<file path="src/rtl/irqpc_pkg.sv">
package irqpc_pkg;
    typedef enum logic [0:0] {
        ST_IDLE  = 1'b0,
        ST_GRANT = 1'b1
    } irqpc_state_e;
endpackage

</file>
<file path="src/rtl/irqpc_src_regs.sv">
module irqpc_src_regs #(
    parameter int N     = 8,
    parameter int LVL_W = 3,
    parameter int DW    = 8,
    parameter int AW    = 4,
    parameter int IW    = 3
) (
    input  logic                      clk,
    input  logic                      rst_n,
    input  logic [N-1:0]              irq_i,
    input  logic                      wr_en_i,
    input  logic [AW-1:0]             wr_addr_i,
    input  logic [DW-1:0]             wr_data_i,
    input  logic                      ack_clr_i,
    input  logic [IW-1:0]             ack_idx_i,
    output logic [N-1:0]              pend_o,
    output logic [N-1:0][LVL_W-1:0]   lvl_o
);
    localparam int PEND_BIT = LVL_W;

    for (genvar i = 0; i < N; i++) begin : g_src
        logic hit;
        logic sw_clr;
        logic hw_clr;

        assign hit    = wr_en_i && (wr_addr_i == AW'(i));
        assign sw_clr = hit && !wr_data_i[PEND_BIT];
        assign hw_clr = ack_clr_i && (ack_idx_i == IW'(i));

        // hardware set is checked first so a coincident clear never loses it
        always_ff @(posedge clk) begin
            if (!rst_n) begin
                pend_o[i] <= 1'b0;
            end else if (irq_i[i]) begin
                pend_o[i] <= 1'b1;
            end else if (sw_clr || hw_clr) begin
                pend_o[i] <= 1'b0;
            end
        end

        always_ff @(posedge clk) begin
            if (!rst_n) begin
                lvl_o[i] <= '0;
            end else if (hit) begin
                lvl_o[i] <= wr_data_i[LVL_W-1:0];
            end
        end
    end
endmodule

</file>
<file path="src/rtl/irqpc_arbiter.sv">
module irqpc_arbiter #(
    parameter int N     = 8,
    parameter int LVL_W = 3,
    parameter int IW    = 3
) (
    input  logic [N-1:0]            pend_i,
    input  logic [N-1:0][LVL_W-1:0] lvl_i,
    input  logic                    gie_i,
    input  logic [LVL_W-1:0]        ipl_i,
    output logic                    win_vld_o,
    output logic [IW-1:0]           win_idx_o,
    output logic [LVL_W-1:0]        win_lvl_o
);
    always_comb begin
        win_vld_o = 1'b0;
        win_idx_o = '0;
        win_lvl_o = '0;
        for (int i = 0; i < N; i++) begin
            // ascending scan with strict compare keeps the lowest index on ties
            if (gie_i && pend_i[i] && (lvl_i[i] > ipl_i) &&
                (!win_vld_o || (lvl_i[i] > win_lvl_o))) begin
                win_vld_o = 1'b1;
                win_idx_o = IW'(i);
                win_lvl_o = lvl_i[i];
            end
        end
    end
endmodule

</file>
<file path="src/rtl/irqpc_fsm.sv">
module irqpc_fsm
    import irqpc_pkg::*;
#(
    parameter int IW = 3
) (
    input  logic          clk,
    input  logic          rst_n,
    input  logic          win_vld_i,
    input  logic [IW-1:0] win_idx_i,
    input  logic          ack_i,
    output logic          accept_o,
    output logic [IW-1:0] idx_o,
    output logic          clr_o
);
    irqpc_state_e state_q, state_d;

    always_comb begin
        state_d = state_q;
        unique case (state_q)
            ST_IDLE:  if (win_vld_i) state_d = ST_GRANT;
            ST_GRANT: if (ack_i)     state_d = ST_IDLE;
            default:                 state_d = ST_IDLE;
        endcase
    end

    always_ff @(posedge clk) begin
        if (!rst_n) begin
            state_q <= ST_IDLE;
        end else begin
            state_q <= state_d;
        end
    end

    always_ff @(posedge clk) begin
        if (!rst_n) begin
            idx_o <= '0;
        end else if (state_q == ST_IDLE && win_vld_i) begin
            idx_o <= win_idx_i;
        end
    end

    assign accept_o = (state_q == ST_GRANT);
    assign clr_o    = (state_q == ST_GRANT) && ack_i;
endmodule

</file>
<file path="src/rtl/irq_prio_ctrl.sv">
module irq_prio_ctrl #(
    parameter int N     = 8,
    parameter int LVL_W = 3,
    parameter int DW    = 8,
    localparam int AW   = $clog2(N + 2),
    localparam int IW   = (N > 1) ? $clog2(N) : 1
) (
    input  logic          clk,
    input  logic          rst_n,
    input  logic [N-1:0]  irq_i,
    input  logic          wr_en_i,
    input  logic [AW-1:0] wr_addr_i,
    input  logic [DW-1:0] wr_data_i,
    input  logic [AW-1:0] rd_addr_i,
    output logic [DW-1:0] rd_data_o,
    output logic          accept_o,
    output logic [IW-1:0] acc_idx_o,
    input  logic          ack_i
);
    localparam logic [AW-1:0] A_GIE = AW'(N);
    localparam logic [AW-1:0] A_IPL = AW'(N + 1);

    logic                    gie_q;
    logic [LVL_W-1:0]        ipl_q;
    logic [N-1:0]            pend_q;
    logic [N-1:0][LVL_W-1:0] lvl_q;
    logic                    win_vld;
    logic [IW-1:0]           win_idx;
    logic [LVL_W-1:0]        win_lvl;
    logic                    ack_clr;

    if (DW > LVL_W + 1) begin : g_unused
        logic unused_wdata;
        assign unused_wdata = ^wr_data_i[DW-1:LVL_W+1];
    end

    always_ff @(posedge clk) begin
        if (!rst_n) begin
            gie_q <= 1'b0;
        end else if (wr_en_i && wr_addr_i == A_GIE) begin
            gie_q <= wr_data_i[0];
        end
    end

    always_ff @(posedge clk) begin
        if (!rst_n) begin
            ipl_q <= '0;
        end else if (wr_en_i && wr_addr_i == A_IPL) begin
            ipl_q <= wr_data_i[LVL_W-1:0];
        end
    end

    irqpc_src_regs #(
        .N(N), .LVL_W(LVL_W), .DW(DW), .AW(AW), .IW(IW)
    ) u_src (
        .clk       (clk),
        .rst_n     (rst_n),
        .irq_i     (irq_i),
        .wr_en_i   (wr_en_i),
        .wr_addr_i (wr_addr_i),
        .wr_data_i (wr_data_i),
        .ack_clr_i (ack_clr),
        .ack_idx_i (acc_idx_o),
        .pend_o    (pend_q),
        .lvl_o     (lvl_q)
    );

    irqpc_arbiter #(
        .N(N), .LVL_W(LVL_W), .IW(IW)
    ) u_arb (
        .pend_i    (pend_q),
        .lvl_i     (lvl_q),
        .gie_i     (gie_q),
        .ipl_i     (ipl_q),
        .win_vld_o (win_vld),
        .win_idx_o (win_idx),
        .win_lvl_o (win_lvl)
    );

    irqpc_fsm #(
        .IW(IW)
    ) u_fsm (
        .clk       (clk),
        .rst_n     (rst_n),
        .win_vld_i (win_vld),
        .win_idx_i (win_idx),
        .ack_i     (ack_i),
        .accept_o  (accept_o),
        .idx_o     (acc_idx_o),
        .clr_o     (ack_clr)
    );

    always_comb begin
        rd_data_o = '0;
        if (rd_addr_i == A_GIE) begin
            rd_data_o[0] = gie_q;
        end else if (rd_addr_i == A_IPL) begin
            rd_data_o[LVL_W-1:0] = ipl_q;
        end else begin
            for (int i = 0; i < N; i++) begin
                if (rd_addr_i == AW'(i)) begin
                    rd_data_o[LVL_W]     = pend_q[i];
                    rd_data_o[LVL_W-1:0] = lvl_q[i];
                end
            end
        end
    end
endmodule

</file>
<file path="config.mk">
export PLATFORM = sky130hd
export DESIGN_NAME = irq_prio_ctrl
export DESIGN_NICKNAME = d
export VERILOG_FILES = /design/src/rtl/irqpc_pkg.sv /design/src/rtl/irqpc_src_regs.sv /design/src/rtl/irqpc_arbiter.sv /design/src/rtl/irqpc_fsm.sv /design/src/rtl/irq_prio_ctrl.sv
export SDC_FILE = /design/constraint.sdc
export NUM_CORES = 1
export LEC_CHECK = 0
export BUFFER_PORTS_ARGS = -buffer_cell sky130_fd_sc_hd__buf_2
export CAP_MARGIN = 20
export CORE_MARGIN = 3
export CORE_UTILIZATION = 60
export CTS_BUF_LIST = sky130_fd_sc_hd__clkbuf_16
export DETAILED_ROUTE_END_ITERATION = 6
export HOLD_SLACK_MARGIN = 0.03
export PLACE_DENSITY_LB_ADDON = 0.25
export SLEW_MARGIN = 25
export SYNTH_ARGS = -nofsm -noshare
export SYNTH_HDL_FRONTEND = slang
export SYNTH_SLANG_ARGS = --single-unit
</file>
<file path="constraint.sdc">
create_clock -name clk -period 11.1 [get_ports clk]
set_input_delay 0 -clock clk [delete_from_list [all_inputs] [get_ports clk]]
set_output_delay 0 -clock clk [all_outputs]
set_load 0.03 [all_outputs]
</file>
## Word level (Yosys, flattened, before mapping)

Index checks and enable logic that the tools add are counted.

- Bits in registers: 40
- Bits in latches: 0
- RAM bits: 0
- Bits in read-only memories: 0
- Input bits: 28
- Output and inout port bits: 12
- Memories: 0

- Add/sub/neg operators: 0
- $mul: 0
- Div/mod/pow operators: 0
- Order comparisons: 15
- Equality and inequality tests: 25
- Shifts and indexed selects: 0
- Mux-type cells: 53
- Bitwise gates (word level): 1
- Reductions and logical operators: 85

Operator list:

| kind | count |
|---|---|
| $logic_and 1x1->1 | 51 |
| $gt 3x3->1 | 15 |
| $mux 3 | 13 |
| $eq 4x3->1 const B | 8 |
| $mux 4 | 8 |
| $mux 1 | 29 |
| $eq 4x2->1 const B | 4 |
| $eq 4x4->1 const B | 4 |
| $reduce_bool 2->1 | 8 |
| $logic_or 1x1->1 | 15 |
| $eq 3x3->1 const B | 4 |
| $eq 4x1->1 const B | 2 |
| $logic_not 1->1 | 8 |
| $logic_not 4->1 | 2 |
| $eq 3x2->1 const B | 2 |
| $mux 2 | 2 |
| $eq 3x1->1 const B | 1 |
| $logic_not 3->1 | 1 |
| $pmux 1 s2 | 1 |
| $not 1->1 | 1 |

## Logic depth before layout (Yosys ltp)

Gate-level depths: netlist of run 1.

- Depth after elaboration: 33
- Depth in mapped cells: 58
- Gate-level depth less buffers: 57

## Cells and area by module

A second synthesis of run 1 with hierarchy kept.

- Cell total of the unflattened synthesis: 434
- Area, all modules: 3703.6 um^2

Modules (own cells, without submodules):

| module | times used | cells an instance | area each (um^2) | seq. area each (um^2) |
|---|---|---|---|---|
| irqpc_arbiter | 1 | 205 | 1594.0 | 0.0 |
| irqpc_src_regs | 1 | 131 | 1295.0 | 640.6 |
| irq_prio_ctrl | 1 | 81 | 648.1 | 80.1 |
| irqpc_fsm | 1 | 17 | 166.4 | 80.1 |

## Worst setup path after synthesis of run 1

No wires, ideal clock.

- Kind: register to register
- From: register ipl_q[1]
- To: register u_fsm.idx_o[0]
- Setup time: 116 ps
- Arrival: 9391 ps
- Path slack: 1592 ps
- Cell stages (with the launch flop): 57
- Path buffers: 1
- Clock period less this slack: 9508 ps
- Cells stage by stage: dfxtp_1 -> inv_1 -> ha_1 -> nor2b_4 -> o311a_4 -> nand2_1 -> nor2_1 -> ha_1 -> a31oi_1 -> a211oi_2 -> nor3b_1 -> nor2_1 -> ha_1 -> nor2b_1 -> o21ai_0 -> a32oi_1 -> o21a_2 -> o32ai_2 -> (+21 left out) -> o21ai_1 -> a2bb2oi_2 -> ha_1 -> nor2b_1 -> o21a_1 -> o21ai_0 -> o21ai_1 -> nand2_1 -> nor2_1 -> a21o_1 -> ha_1 -> nor2b_1 -> o21a_1 -> o21ai_0 -> a31oi_1 -> nor3_1 -> nor2_1 -> a41o_1

- Word-level cells in the longest chain between the ends: 32
- Elaborated cells between the ends (all ways): 67
- Classes of those cells: order compare (15); mux (22); reduce/logical (30)

Ends and longest elaborated chain:

| what | RTL line | source |
|---|---|---|
| from (decl) | irq_prio_ctrl.sv:24 | `logic [LVL_W-1:0] ipl_q;` |
| from (signal assigned) | irq_prio_ctrl.sv:49 | `ipl_q <= wr_data_i[LVL_W-1:0];` |
| $gt 3x3->1 | irqpc_arbiter.sv:20 | `if (gie_i && pend_i[i] && (lvl_i[i] > ipl_i) &&` |
| $logic_and 1x1->1 | irqpc_arbiter.sv:20 |  |
| $mux 3 or $mux 1 (tied branches) | irqpc_arbiter.sv:20 |  |
| $gt 3x3->1 or $logic_not 1->1 (tied branches) | irqpc_arbiter.sv:21 | `(!win_vld_o \|\| (lvl_i[i] > win_lvl_o))) begin` |
| $logic_or 1x1->1 | irqpc_arbiter.sv:21 |  |
| $logic_and 1x1->1 | irqpc_arbiter.sv:20 |  |
| $mux 3 or $mux 1 (tied branches) | irqpc_arbiter.sv:20 |  |
| $gt 3x3->1 or $logic_not 1->1 (tied branches) | irqpc_arbiter.sv:21 |  |
| (+16 left out) | n/a |  |
| $logic_or 1x1->1 | irqpc_arbiter.sv:21 |  |
| $logic_and 1x1->1 | irqpc_arbiter.sv:20 |  |
| $mux 3 or $mux 1 (tied branches) | irqpc_arbiter.sv:20 |  |
| $gt 3x3->1 or $logic_not 1->1 (tied branches) | irqpc_arbiter.sv:21 |  |
| $logic_or 1x1->1 | irqpc_arbiter.sv:21 |  |
| $logic_and 1x1->1 | irqpc_arbiter.sv:20 |  |
| $mux 1 | irqpc_arbiter.sv:20 |  |
| $logic_and 1x1->1 | irqpc_fsm.sv:37 | `end else if (state_q == ST_IDLE && win_vld_i) begin` |
| to (signal assigned) | irqpc_fsm.sv:38 | `idx_o <= win_idx_i;` |
| to (decl) | irqpc_fsm.sv:12 | `output logic [IW-1:0] idx_o,` |

Several ways; a longest one is shown, not always the timed one.
A chain may end at the register's enable or synchronous reset.

## Final worst setup path of run 1

- From: register ipl_q[2]
- To: register u_fsm.idx_o[0]

The elaborated chain is that of the path after synthesis.

==> results of run 1 <==
## critical path, delay by kind of cell (launching register included)
family / cells / cell delay, ns
and+or+nand+nor: 16 / 2.15
AOI/OAI and AO/OA: 29 / 5.06
adders and majority gates: 8 / 2.43
DFF: 1 / 0.38
buffers and inverters: 1 / 0.21
## per-layer routing
metal / vias to the layer above / global-route usage
li1: 1669 / -
met1: 1623 / 0.363
met2: 152 / 0.479
met3: 38 / 0.0464
met4: 0 / 0.115
met5: - / 0
## synthesized netlist by cell type, types with 12 or more instances
cell      instances  area [µm²]
nor2b_1          49         307
ha_1             45         563
dfxtp_1          40         801
mux2i_1          30         300
nor2_1           29         109
nand2_1          24        90.1
o21ai_0          21         105
inv_1            18        67.6
clkbuf_1         16        60.1
a21oi_1          15        75.1
o21a_1           15         113
nand3_1          12        60.1
## layout by cell type (no fill, tap or decap), types with 12 or more instances in the layout
cell      n
dfxtp_1  40
nand3_1  12
a21oi_1  15
buf_2    31
mux2i_1  30
nor2_1   29
o21ai_0  20
ha_1     45
inv_1    20
nand2_1  23
nor2b_1  49
o21a_1   15
## worst paths after layout
check,endpoint,cells after the start,start
worst min-delay path,u_fsm.accept_o,3,ack_i
worst min register to register,ipl_q[1],2,ipl_q[1]
worst max register to register,u_fsm.idx_o[0],54,ipl_q[2]
worst max-delay path,u_fsm.idx_o[0],54,ipl_q[2]
## power breakdown
group	switching [mW]	total (mW)	internal, mW
clock	0.0561	0.138	0.0820
sequential	0.00473	0.152	0.147
combinational	0.0289	0.0500	0.0211
total	0.0897	0.340	0.250
## cell families after synthesis
logic type	count (synthesis)	synth area share
simple gates	155	0.229
flops	40	0.220
other cells	1	0.00103
buf+inv	40	0.0485
mux	33	0.0918
compound gates	123	0.255
fa+ha+maj	45	0.155
## layout make-up
type	instances	area, µm²	area share
multi-input combinational	360	2690	0.664
clock buffer	5	125	0.0308
timing repair buffer	43	265	0.0654
sequential	40	801	0.197
clock inverter	3	16.3	0.00401
inverter	18	67.6	0.0167
tap	72	90.1	0.0222
## through the flow
stage / worst slack [ns] / utilization / cell area, µm² / instances
after floorplan: 1.59 / - / 3650 / 440
after global placement: 0.780 / 0.672 / 3820 / 525
after detailed placement: 0.418 / 0.672 / 3820 / 525
after CTS: 0.377 / 0.711 / 4040 / 541
after global routing: 0.00117 / 0.715 / 4060 / 541
final: 0.755 / 0.715 / 4060 / 541
## sequential cells by signal, summed over array words and instances, names as in the netlist
register        flops
u_fsm.idx_o         3
u_fsm.accept_o      1
u_src.pend_o        8
ipl_q               3
gie_q               1
u_src.lvl_o        24
## timing repair
item,4_1_cts,5_1_grt
resized for setup,0,6
hold buffers,8,0
endpoints found under the hold margin,8,0
buffers inserted,0,0
setup endpoints to repair,0,3
==> impl_metrics.env, run 1 <==
export IMPL_status="finished, final reports clean"
export IMPL_finalClockSkew_ns=0.00380
export IMPL_drive_gt1_frac=0.149
export IMPL_path_clk_slew_ns=0.06
export IMPL_synthArstFlopShare=0
export IMPL_grt_pass1_vias=3377
export IMPL_tritoncts="yes"
export IMPL_slew_headroom=0.481
export IMPL_fin_crit_sh=0.932
export IMPL_critical_path_arrival_ns=10.52
export IMPL_maxCapViolCount=0
export IMPL_cp_common_cell="ha_1"
export IMPL_power_mw=0.340
export IMPL_synthCells=437
export IMPL_numPortBuffers=31
export IMPL_grt_pass1_wl_mm=16.4
export IMPL_io_pins=40
export IMPL_netlist_area_um2=3640
export IMPL_grt_max_degree=42
export IMPL_routed_top_layer="met4"
export IMPL_detail_route_iter0_violations=180
export IMPL_crit_path_max_incr_delay_ns=0.40
export IMPL_antenna_found_initial=0
export IMPL_met2WireLength_mm=4.77
export IMPL_antennaDiodeCount=0
export IMPL_clkSinkCount=40
export IMPL_ant_nets=0
export IMPL_synth_cell_type_count=67
export IMPL_area_growth_syn_to_layout_pct=11.5
export IMPL_wl_met1_mm=4.22
export IMPL_first_pass_iters=5
export IMPL_max_clock_freq_mhz=96.7
export IMPL_cts_root_buf="clkbuf_16"
export IMPL_grt_ovfl_total=0
export IMPL_vias=3482
export IMPL_worst_path_max_fanout=10
export IMPL_std_cell_rows=27
export IMPL_synth_edf_count=0
export IMPL_gp_congestion=0.894
export IMPL_hold_viol=0
export IMPL_yosys_register_bits=40
export IMPL_clkLatencyLatePin_ns=0.28
export IMPL_wl_per_cell_um=18.6
export IMPL_routed_wl_mm=10.0
export IMPL_cp_required_ns=11.27
export IMPL_synth_main_ff_cell="dfxtp_1"
export IMPL_start_kind="register"
export IMPL_initial_core_util=0.641
export IMPL_period_needed_ns=10.34
export IMPL_die_w_um=83.9
export IMPL_drv_slew=0
export IMPL_worst_pin_slew_ns=0.777
export IMPL_viasPerCell=6.44
export IMPL_avgSynthCellArea_um2=8.33
export IMPL_cp_end_kind="register"
export IMPL_worst_hold_path_type="input pin to register"
export IMPL_dp_hpwl_mm=7.49
export IMPL_synth_seq_area_share=0.220
export IMPL_drc_errors=0
export IMPL_finalNetCount=541
export IMPL_criticalPathCategory="register to register"
export IMPL_timing_hold_ws_ns=0.0705
export IMPL_slowest_stage="ha_1"
export IMPL_peakVddDrop_v=0.000109
export IMPL_wl_met3_um=732
export IMPL_numCtsBuffers=5
export IMPL_core_um2=5680
export IMPL_cts_htree_levels=2
export IMPL_dieArea_um2=7030
export IMPL_rsz0062_at_grt="no"
export IMPL_grt_usage=0.286
export IMPL_rrSetupSlack_ns=0.76
export IMPL_nFillCells=434
export IMPL_power_density_nw_per_um2=83.8
export IMPL_die_h_um=83.9
export IMPL_setup_tns_ns=0
export IMPL_setup_violations_final=0
export IMPL_total_leakage_power_nw=1.71
export IMPL_ys_warn_count=0
export IMPL_clock_path_buffers=2
Note: power is estimated with default switching activity, not from simulation.
==> run 2, diff against run 1 <==
PLACE_DENSITY = 0.81   (was default)
PLACE_DENSITY_LB_ADDON = default   (was 0.25)
RECOVER_POWER = 50   (was default)
clock period = 9.55 ns   (was 11.1 ns; I/O delays follow)
==> impl_metrics.env, run 2 (same netlist as run 1, synthesis figures left out) <==
export IMPL_vias=3921
export IMPL_switchingPower_mw=0.112
export IMPL_numPortBuffers=31
export IMPL_ant_nets=0
export IMPL_layout_commonest_cell="buf_4"
export IMPL_dp_slack_ns=-0.301
export IMPL_worst_hold_path_type="input pin to register"
export IMPL_violations="negative setup slack"
export IMPL_clock_path_buffers=2
export IMPL_final_cell_mix="buf_4, nor2b_1, dfxtp_1, ha_1, mux2i_1"
export IMPL_multi_input_area_um2=3050
export IMPL_clkLatencyLatePin_ns=0.28
export IMPL_total_leakage_power_nw=2.03
export IMPL_drc_errors=0
export IMPL_min_path_cells=3
export IMPL_power_mw=0.409
export IMPL_core_um2=5680
export IMPL_hold_viol=0
export IMPL_cts_htree_levels=2
export IMPL_start_kind="register"
export IMPL_routed_wl_mm=12.6
export IMPL_antennaDiodeCount=0
export IMPL_viasPerCell=6.62
export IMPL_clkSinkCount=40
export IMPL_path_clk_slew_ns=0.06
export IMPL_power_density_nw_per_um2=85.3
export IMPL_antenna_found_initial=0
export IMPL_drv_slew=0
export IMPL_p_sw_frac=0.274
export IMPL_finalClockSkew_ns=0.00330
export IMPL_area_growth_syn_to_layout_pct=31.9
export IMPL_grt_usage=0.321
export IMPL_nFillCells=307
export IMPL_largest_register="u_src.lvl_o"
export IMPL_regArea_um2=805
export IMPL_maxCapViolCount=0
export IMPL_finalNetCount=592
export IMPL_crit_path_max_incr_delay_ns=0.42
export IMPL_peakVddDrop_v=0.000147
export IMPL_first_pass_iters=6
export IMPL_worst_path_max_fanout=5
export IMPL_numCtsBuffers=5
export IMPL_die_w_um=83.9
export IMPL_tritoncts="yes"
export IMPL_power_share_combinational=0.168
export IMPL_power_frac_seq=0.432
export IMPL_drive_gt1_frac=0.304
export IMPL_power_internal_mw=0.297
export IMPL_dieArea_um2=7030
export IMPL_grt_pass1_vias=3680
export IMPL_timing_hold_ws_ns=0.0698
export IMPL_status="finished with violations"
export IMPL_fin_crit_sh=1.04
export IMPL_clockPowerShare=0.401
export IMPL_reg_top3="u_src.lvl_o: 24 flops, u_src.pend_o: 8 flops"
export IMPL_cp_required_ns=9.73
export IMPL_cp_common_cell="o21ai_2"
export IMPL_grt_pass1_wl_mm=18.1
export IMPL_gp_congestion=0.918
export IMPL_worst_pin_slew_ns=0.858
export IMPL_die_h_um=83.9
export IMPL_cts_root_buf="clkbuf_16"
export IMPL_slowest_stage="or3_4"
export IMPL_setup_violations_final=3
export IMPL_wl_per_cell_um=21.3
export IMPL_grt_ovfl_total=0
export IMPL_period_needed_ns=9.89
export IMPL_slew_headroom=0.427
export IMPL_critical_path_arrival_ns=10.06
export IMPL_grt_max_degree=42
export IMPL_rsz0062_at_grt="yes"
export IMPL_initial_core_util=0.641
export IMPL_std_cell_rows=27
export IMPL_criticalPathCategory="register to register"
export IMPL_detail_route_iter0_violations=273
export IMPL_ff2ff_path_depth=53
export IMPL_max_clock_freq_mhz=101
export IMPL_cp_end_kind="register"
export IMPL_layout_cells_non_filler=592
export IMPL_dp_hpwl_mm=7.74
export IMPL_place_inst=539
export IMPL_setup_slack_ns=-0.336
export IMPL_largest_reg_flops=24
export IMPL_io_pins=40
run 2: cell count changes in the layout (fill, tap and decap cells not counted), sizes merged:
| cell | change |
|---|---|
| buf | +43 |
| clkbuf | +8 |
| inv | -1 |
| clkinv | +1 |
run 2: worst paths after layout:
kind,from,endpoint,slack (ns)
setup / recovery,u_src.lvl_o[0],u_fsm.idx_o[0],-0.34
hold / removal,ack_i,u_fsm.accept_o,0.07
setup reg to reg,u_src.lvl_o[0],u_fsm.idx_o[0],-0.34
hold reg to reg,ipl_q[1],ipl_q[1],0.53
run 2: metrics by stage:
stage | util | area (µm²) | TNS (ns)
after global placement | 0.691 | 3920 | -0.201
after CTS | 0.790 | 4490 | -0.0521
final | 0.845 | 4800 | -1.01
after global routing | 0.845 | 4800 | -2.33
after detailed placement | 0.691 | 3920 | -0.867
after floorplan | - | 3650 | 0
run 2: power by group through the flow:
stage	clock network, mW	logic (mW)	registers, mW
5_1_grt	0.173	0.0731	0.177
3_3_place_gp	0	0.0528	0.179
2_1_floorplan	0	0.0406	0.177
3_5_place_dp	0	0.0548	0.179
4_1_cts	0.164	0.0619	0.176
6_report	0.164	0.0686	0.177
run 2: area by class of cell:
class / instances / share of cell area
inverter: 18 / 0.0141
tap: 72 / 0.0188
timing repair buffer: 94 / 0.135
sequential: 40 / 0.168
clock buffer: 5 / 0.0261
multi-input combinational: 360 / 0.635
clock inverter: 3 / 0.00365
run 2: what timing repair did:
item | CTS | global route
gates resized for setup | 27 | 50
buffers inserted | 26 | 12
setup endpoints to repair | 3 | 3
hold buffers | 8 | 0
pin swaps | 17 | 39
hold endpoints to repair | 8 | 0
run 2: routing by layer:
layer	part of all wire	track usage	up-vias
li1	-	-	1757
met1	0.38	0.388	1873
met2	0.48	0.550	231
met3	0.083	0.0464	60
met4	0.054	0.162	0
met5	0	0	-
run 2: worst max-delay path, delay by kind of cell, from the launching register on:
kind            cells  cell delay [ns]
simple gates       13             2.01
fa+ha+maj           8             2.21
flops               1             0.31
buf+inv             4             0.63
compound gates     28             4.60
